$ cat src/rtl/cg_pkg.sv
package cg_pkg;

  typedef enum logic [2:0] {
    ST_IDLE, ST_DEV, ST_REG, ST_DATA, ST_ACK, ST_TX, ST_SKIP
  } bus_st_e;

  // strap code: 00 low, 01 high, 1x floating
  function automatic logic [1:0] strap_norm(input logic [1:0] code);
    return code[1] ? 2'b10 : code;
  endfunction

  function automatic logic [6:0] strap_to_addr(input logic [1:0] a1, input logic [1:0] a0);
    logic [3:0] key;
    key = {strap_norm(a1), strap_norm(a0)};
    case (key)
      4'b1001: return 7'h62;
      4'b1000: return 7'h64;
      4'b1010: return 7'h68;
      4'b0001: return 7'h70;
      4'b0000: return 7'h69;
      4'b0010: return 7'h6C;
      4'b0101: return 7'h74;
      4'b0100: return 7'h72;
      4'b0110: return 7'h71;
      default: return 7'h68;
    endcase
  endfunction

endpackage

$ cat src/rtl/cg_deglitch.sv
module cg_deglitch #(
  parameter int FILT_CYC = 5
) (
  input  logic clk,
  input  logic rst_n,
  input  logic raw,
  output logic clean
);
  localparam int CW = $clog2(FILT_CYC + 1);

  logic [1:0]    sync_q;
  logic [CW-1:0] run_q;

  always_ff @(posedge clk or negedge rst_n) begin
    if (!rst_n) begin
      sync_q <= 2'b11;
      clean  <= 1'b1;
      run_q  <= '0;
    end else begin
      sync_q <= {sync_q[0], raw};
      if (sync_q[1] != clean) begin
        if (run_q == CW'(FILT_CYC - 1)) begin
          clean <= sync_q[1];
          run_q <= '0;
        end else begin
          run_q <= run_q + 1'b1;
        end
      end else begin
        run_q <= '0;
      end
    end
  end

  // the filtered level only ever moves to the level the synchronizer held
  p_flip_follows_input_r9: assert property (@(posedge clk) disable iff (!rst_n)
    !$stable(clean) |-> (clean == $past(sync_q[1])));

endmodule

$ cat src/rtl/cg_bus_slave.sv
module cg_bus_slave
  import cg_pkg::*;
(
  input  logic       clk,
  input  logic       rst_n,
  input  logic       scl,
  input  logic       sda,
  input  logic [6:0] my_addr,
  input  logic [7:0] rd_data,
  output logic       sda_pull,
  output logic       wr_en,
  output logic [7:0] wr_addr,
  output logic [7:0] wr_data,
  output logic [7:0] reg_ptr
);
  bus_st_e    st, nxt;
  logic       scl_d, sda_d;
  logic [3:0] bits;
  logic [7:0] sh, tx;

  wire scl_rise = scl & ~scl_d;
  wire scl_fall = ~scl & scl_d;
  wire start_c  = scl & scl_d & sda_d & ~sda;
  wire stop_c   = scl & scl_d & ~sda_d & sda;
  wire rx_st    = (st == ST_DEV) || (st == ST_REG) || (st == ST_DATA);
  wire byte_end = scl_fall && (bits == 4'd8);

  always_ff @(posedge clk or negedge rst_n) begin
    if (!rst_n) begin
      st       <= ST_IDLE;
      nxt      <= ST_IDLE;
      scl_d    <= 1'b1;
      sda_d    <= 1'b1;
      bits     <= '0;
      sh       <= '0;
      tx       <= '0;
      sda_pull <= 1'b0;
      wr_en    <= 1'b0;
      wr_addr  <= '0;
      wr_data  <= '0;
      reg_ptr  <= '0;
    end else begin
      scl_d <= scl;
      sda_d <= sda;
      wr_en <= 1'b0;
      if (start_c) begin
        st       <= ST_DEV;
        bits     <= '0;
        sda_pull <= 1'b0;
      end else if (stop_c) begin
        st       <= ST_IDLE;
        sda_pull <= 1'b0;
      end else begin
        if (rx_st && scl_rise) begin
          sh   <= {sh[6:0], sda};
          bits <= bits + 1'b1;
        end
        case (st)
          ST_DEV: if (byte_end) begin
            if (sh[7:1] == my_addr) begin
              sda_pull <= 1'b1;
              st       <= ST_ACK;
              nxt      <= sh[0] ? ST_TX : ST_REG;
            end else begin
              st <= ST_SKIP;
            end
          end
          ST_REG: if (byte_end) begin
            reg_ptr  <= sh;
            sda_pull <= 1'b1;
            st       <= ST_ACK;
            nxt      <= ST_DATA;
          end
          ST_DATA: if (byte_end) begin
            wr_en    <= 1'b1;
            wr_addr  <= reg_ptr;
            wr_data  <= sh;
            sda_pull <= 1'b1;
            st       <= ST_ACK;
            nxt      <= ST_SKIP;
          end
          ST_ACK: if (scl_fall) begin
            bits <= '0;
            st   <= nxt;
            if (nxt == ST_TX) begin
              tx       <= rd_data;
              sda_pull <= ~rd_data[7];
            end else begin
              sda_pull <= 1'b0;
            end
          end
          ST_TX: if (scl_fall) begin
            if (bits == 4'd7) begin
              sda_pull <= 1'b0;
              st       <= ST_SKIP;
            end else begin
              tx       <= {tx[6:0], 1'b0};
              sda_pull <= ~tx[6];
              bits     <= bits + 1'b1;
            end
          end
          default: ;
        endcase
      end
    end
  end

  p_skip_silent_r8: assert property (@(posedge clk) disable iff (!rst_n)
    (st == ST_SKIP) |-> !sda_pull);

  p_single_store_r7: assert property (@(posedge clk) disable iff (!rst_n)
    wr_en |=> !wr_en);

  p_stop_release_r8: assert property (@(posedge clk) disable iff (!rst_n)
    stop_c |=> !sda_pull);

endmodule

$ cat src/rtl/cg_regbank.sv
module cg_regbank #(
  parameter int NUM_OUT = 15
) (
  input  logic                 clk,
  input  logic                 rst_n,
  input  logic                 wr_en,
  input  logic [7:0]           wr_addr,
  input  logic [7:0]           wr_data,
  input  logic [7:0]           rd_addr,
  output logic [7:0]           rd_data,
  output logic [NUM_OUT*8-1:0] sel_flat,
  output logic [7:0]           margin
);
  localparam logic [7:0] BCAST  = 8'h00;
  localparam logic [7:0] MARGIN = 8'(NUM_OUT + 1);

  for (genvar i = 1; i <= NUM_OUT; i++) begin : g_out
    logic [7:0] q;
    always_ff @(posedge clk or negedge rst_n) begin
      if (!rst_n)
        q <= '0;
      else if (wr_en && (wr_addr == BCAST || wr_addr == 8'(i)))
        q <= wr_data;
    end
    assign sel_flat[(i-1)*8 +: 8] = q;

    p_bcast_fill_r4: assert property (@(posedge clk) disable iff (!rst_n)
      (wr_en && wr_addr == BCAST) |=> (sel_flat[(i-1)*8 +: 8] == $past(wr_data)));
    p_single_load_r2: assert property (@(posedge clk) disable iff (!rst_n)
      (wr_en && wr_addr == 8'(i)) |=> (sel_flat[(i-1)*8 +: 8] == $past(wr_data)));
    p_reserved_drop_r6: assert property (@(posedge clk) disable iff (!rst_n)
      (wr_en && wr_addr > MARGIN) |=> $stable(sel_flat[(i-1)*8 +: 8]));
  end

  always_ff @(posedge clk or negedge rst_n) begin
    if (!rst_n)
      margin <= '0;
    else if (wr_en && wr_addr == MARGIN)
      margin <= wr_data;
  end

  always_comb begin
    rd_data = '0;
    if (rd_addr == MARGIN) rd_data = margin;
    for (int k = 0; k < NUM_OUT; k++) begin
      if (rd_addr == 8'(k + 1) || (k == 0 && rd_addr == BCAST))
        rd_data = sel_flat[k*8 +: 8];
    end
  end

  p_margin_load_r3: assert property (@(posedge clk) disable iff (!rst_n)
    (wr_en && wr_addr == MARGIN) |=> (margin == $past(wr_data)));
  p_margin_kept_r4: assert property (@(posedge clk) disable iff (!rst_n)
    (wr_en && wr_addr == BCAST) |=> $stable(margin));

endmodule

$ cat src/rtl/clkcfg_i2c_regs.sv
module clkcfg_i2c_regs
  import cg_pkg::*;
#(
  parameter int NUM_OUT  = 15,
  parameter int FILT_CYC = 5
) (
  input  logic                 clk,
  input  logic                 rst_n,
  input  logic                 scl_in,
  input  logic                 sda_in,
  output logic                 sda_pull,
  input  logic [1:0]           strap_a1,
  input  logic [1:0]           strap_a0,
  output logic [NUM_OUT*8-1:0] clk_sel,
  output logic [7:0]           margin_sel
);
  logic [1:0] raw_lines, clean_lines;
  logic       wr_en;
  logic [7:0] wr_addr, wr_data, reg_ptr, rd_data;
  logic [6:0] my_addr;

  assign raw_lines = {scl_in, sda_in};
  assign my_addr   = strap_to_addr(strap_a1, strap_a0);

  for (genvar l = 0; l < 2; l++) begin : g_line
    cg_deglitch #(.FILT_CYC(FILT_CYC)) u_flt (
      .clk  (clk),
      .rst_n(rst_n),
      .raw  (raw_lines[l]),
      .clean(clean_lines[l])
    );
  end

  cg_bus_slave u_bus (
    .clk     (clk),
    .rst_n   (rst_n),
    .scl     (clean_lines[1]),
    .sda     (clean_lines[0]),
    .my_addr (my_addr),
    .rd_data (rd_data),
    .sda_pull(sda_pull),
    .wr_en   (wr_en),
    .wr_addr (wr_addr),
    .wr_data (wr_data),
    .reg_ptr (reg_ptr)
  );

  cg_regbank #(.NUM_OUT(NUM_OUT)) u_regs (
    .clk     (clk),
    .rst_n   (rst_n),
    .wr_en   (wr_en),
    .wr_addr (wr_addr),
    .wr_data (wr_data),
    .rd_addr (reg_ptr),
    .rd_data (rd_data),
    .sel_flat(clk_sel),
    .margin  (margin_sel)
  );

endmodule

$ cat config.mk
export PLATFORM = sky130hd
export DESIGN_NAME = clkcfg_i2c_regs
export DESIGN_NICKNAME = d
export VERILOG_FILES = /design/src/rtl/cg_pkg.sv /design/src/rtl/cg_deglitch.sv /design/src/rtl/cg_bus_slave.sv /design/src/rtl/cg_regbank.sv /design/src/rtl/clkcfg_i2c_regs.sv
export SDC_FILE = /design/constraint.sdc
export NUM_CORES = 1
export LEC_CHECK = 0
export ABC_AREA = 0
export BUFFER_PORTS_ARGS = -buffer_cell sky130_fd_sc_hd__buf_2
export CORE_ASPECT_RATIO = 0.8
export CORE_MARGIN = 2
export CORE_UTILIZATION = 50
export CTS_CLUSTER_DIAMETER = 150
export DETAILED_ROUTE_END_ITERATION = 8
export GPL_ROUTABILITY_DRIVEN = 0
export PLACE_DENSITY = 0.82
export SYNTH_ARGS = -nofsm -noshare
export SYNTH_HDL_FRONTEND = slang
export SYNTH_HIERARCHICAL = 1
export SYNTH_SLANG_ARGS = --single-unit
$ cat constraint.sdc
create_clock -name clk -period 2.5 [get_ports clk]
set_input_delay 0.25 -clock clk [delete_from_list [all_inputs] [get_ports clk]]
set_output_delay 0.25 -clock clk [all_outputs]
set_load 0.01 [all_outputs]
==> flow_summary.toml <==
[layout]
final_cell_area_um2 = 11600
final_common_cell = "dfrtp_1"
fin_nets = 985
syn2layout_area_growth_pct = 17.7
antenna_cells = 0
stdcell_count = 1242
final_cell_mix = "dfrtp_1 (182), mux2_2 (160), buf_2 (135)"
drive_above_1_share_pct = 43.9

[logic_synthesis]
async_flop_share_pct = 100
synthCells = 822
ys.flop_type = "dfrtp_1"
netlist_area_um2 = 9870
synth_seq_cells = 193
synth-seq-area-share_pct = 49.0
synth_edf_count = 0
syn_avg_cell_area_um2 = 12.0
yosysUniqueCellTypes = 84
synth_warnings = 6

[worst_setup_path]
cp.required_ns = 2.87
arrival_ns = 2.80
path_buf_inv = 1
cp_slowest_cell = "or4_4"
start_kind = "flop"
cp_top_family = "simple AND/OR/NAND/NOR gates"
max_stage_delay_ns = 0.63
setup.worst_path.end_class = "flop"
criticalPathCategory = "reg -> reg"
worstPathMaxFanout = 6
path_cells = "or4_4, buf_4, nor3_4, a21oi_1, o221ai_1, a32o_1, mux2i_1, o21ai_2"

[place]
dp_hpwl_um = 19400
placed_area_um2 = 11000
dp.cells = 1205
post-place-ws_ns = 0.130
port_buffers = 136

[routing]
drt_wl_total_um = 27500
wl_met2_um = 12300
drtIter0Drc = 968
met1_length_um = 11600
vias_per_cell = 6.17
dr.max_layer_used = "met4"
drc = 0
drt-pass1-iter-count = 6
met3_length_um = 2810
wl_per_cell_um = 22.1
dr_total_vias = 7659
ant_nets = 0

[sta]
finalMaxSlewViolations = 0
layout_min_cycle_time_ns = 2.43
post-route-period-util_pct = 97.1
finalWorstSetupSlack_ns = 0.0733
hold_viol = 0
setup_viol = 0
setup-tns-final_ns = 0
worstMarginPinSlew_ns = 0.853
fmax_ghz = 0.412
rsz0062_at_grt = "false"
slew_headroom_pct = 43.1
clock_skew_ns = 0.0105

[global_routing]
track_usage_pct = 27.0
grt_pass1_vias = 7406
grt_max_degree = 68
grt-ovfl-total = 0
antenna_found_initial = 0
grt_pass1_wl_um = 42900

[power_and_ir_drop]
peakVddDrop_v = 0.000470
finalPower_mw = 6.44
power.density_nw_per_um2 = 555
p_leak_nw = 5.75

[clock_network]
cts_max_level = 4
clock-sinks = 193
cts_tree = "yes"
clock_latency_ns = 0.45
clk_pin_slew_ns = 0.07
clockBufferDepth = 2
numCtsBuffers = 17
cts-root-buf = "clkbuf_16"

[floorplan]
core-area_um2 = 19100
fp.dieH_um = 130
die_w_um = 161
dieArea_um2 = 20900
initial_core_util_pct = 51.5
placementRows = 45
io_pins = 137

[run_status]
status = "finished, final reports clean"

[hold_path]
hold_class = "reg -> reg"

[job]
drv_cap = 0
worst register-to-register path, delay by kind of cell (launching register included):
| kind | cells | cell delay [ns] |
|---|---|---|
| AO/OA/AOI/OAI | 4 | 0.66 |
| buffers and inverters | 1 | 0.18 |
| AND/OR/NAND/NOR | 2 | 0.96 |
| flip-flops | 1 | 0.45 |
| multiplexers | 1 | 0.10 |
report_power, final:
part           internal, mW  switching (mW)  leakage (nW)
logic                 0.165           0.219          2.81
registers              3.23           0.105          2.66
clock network          1.44            1.28         0.285
logic make-up after synthesis:
logic type,share of synthesized area (%)
flip-flops,49.0
XOR/XNOR,1.24
AO/OA/AOI/OAI,11.0
adder cells (fa/ha/maj),0.761
multiplexers,22.4
other,0.0380
AND/OR/NAND/NOR,12.2
buffers and inverters,3.27
stage by stage:
stage	util (%)	hold slack, ns
final	60.7	0.356
after floorplan	-	-0.0456
after detailed placement	57.3	0.297
after CTS	60.5	0.359
after global placement	57.3	0.296
after global routing	60.7	0.364
state kept, by name, summed over array words and instances, names as in the netlist, 4 cells and up:
name and count:
u_bus/tx 7, u_regs/margin 8, u_bus/reg_ptr 8, u_bus/wr_addr 8
u_bus/sh 8, u_bus/wr_data 8, u_regs/g_out.q 120, g_line.u_flt/run_q 6
u_bus/bits 4, g_line.u_flt/sync_q 4
synthesized netlist by cell type, types with 4 or more instances:
cell	count	area [um^2]
a21oi_1	33	165
a221oi_1	9	78.8
a22o_1	7	61.3
a2bb2oi_1	5	43.8
a31oi_1	13	81.3
a32o_1	4	40.0
a32oi_1	5	43.8
buf_2	20	100
buf_6	5	56.3
clkbuf_1	20	75.1
dfrtp_1	185	4630
dfstp_2	8	210
ha_1	6	75.1
inv_1	14	52.6
mux2_2	160	1800
mux2_4	9	135
mux2i_1	25	250
nand2_1	72	270
nand2b_1	13	81.3
nand3_1	15	75.1
nor2_1	20	75.1
nor2b_1	11	68.8
nor3_1	11	55.1
nor3_4	8	130
nor4_1	5	31.3
o21a_1	4	30.0
o21ai_0	19	95.1
o21ai_1	5	25.0
o21ba_2	4	40.0
o221ai_1	5	43.8
xnor2_1	6	52.6
xor2_1	8	70.1
final timing paths:
path	cells past startpoint	slack, ns	startpoint	endpoint
hold reg to reg	0	0.36	g_line[1].u_flt/sync_q[0]	g_line[1].u_flt/sync_q[1]
min in group asynchronous	2	0.38	rst_n	u_regs/g_out[7].q[0]
setup reg to reg	8	0.07	u_bus/reg_ptr[4]	u_bus/tx[4]
setup / recovery	8	0.07	u_bus/reg_ptr[4]	u_bus/tx[4]
hold / removal	0	0.36	g_line[1].u_flt/sync_q[0]	g_line[1].u_flt/sync_q[1]
max in group asynchronous	3	1.44	rst_n	u_bus/reg_ptr[0]
metal layers:
layer	vias to the layer above	track usage (%)
met1	3826	38.2
met5	-	0
li1	3330	-
met2	436	40.5
met3	67	6.66
met4	0	10.3
timing repair:
action,CTS,global route
gates resized for setup,0,4
hold buffers,3,0
setup endpoints to repair,0,7
buffers inserted,0,1
hold endpoints to repair,57,0
cell type report:
class                           count  area [um^2]
Fill cell                        1479         7530
Sequential cell                   193         4840
Multi-Input combinational cell    565         4730
Timing Repair Buffer              180         1080
Clock buffer                       19          443
Tap cell                          258          323
Clock inverter                     13          146
Inverter                           14         52.6
Note: power is estimated with default switching activity, not from simulation.
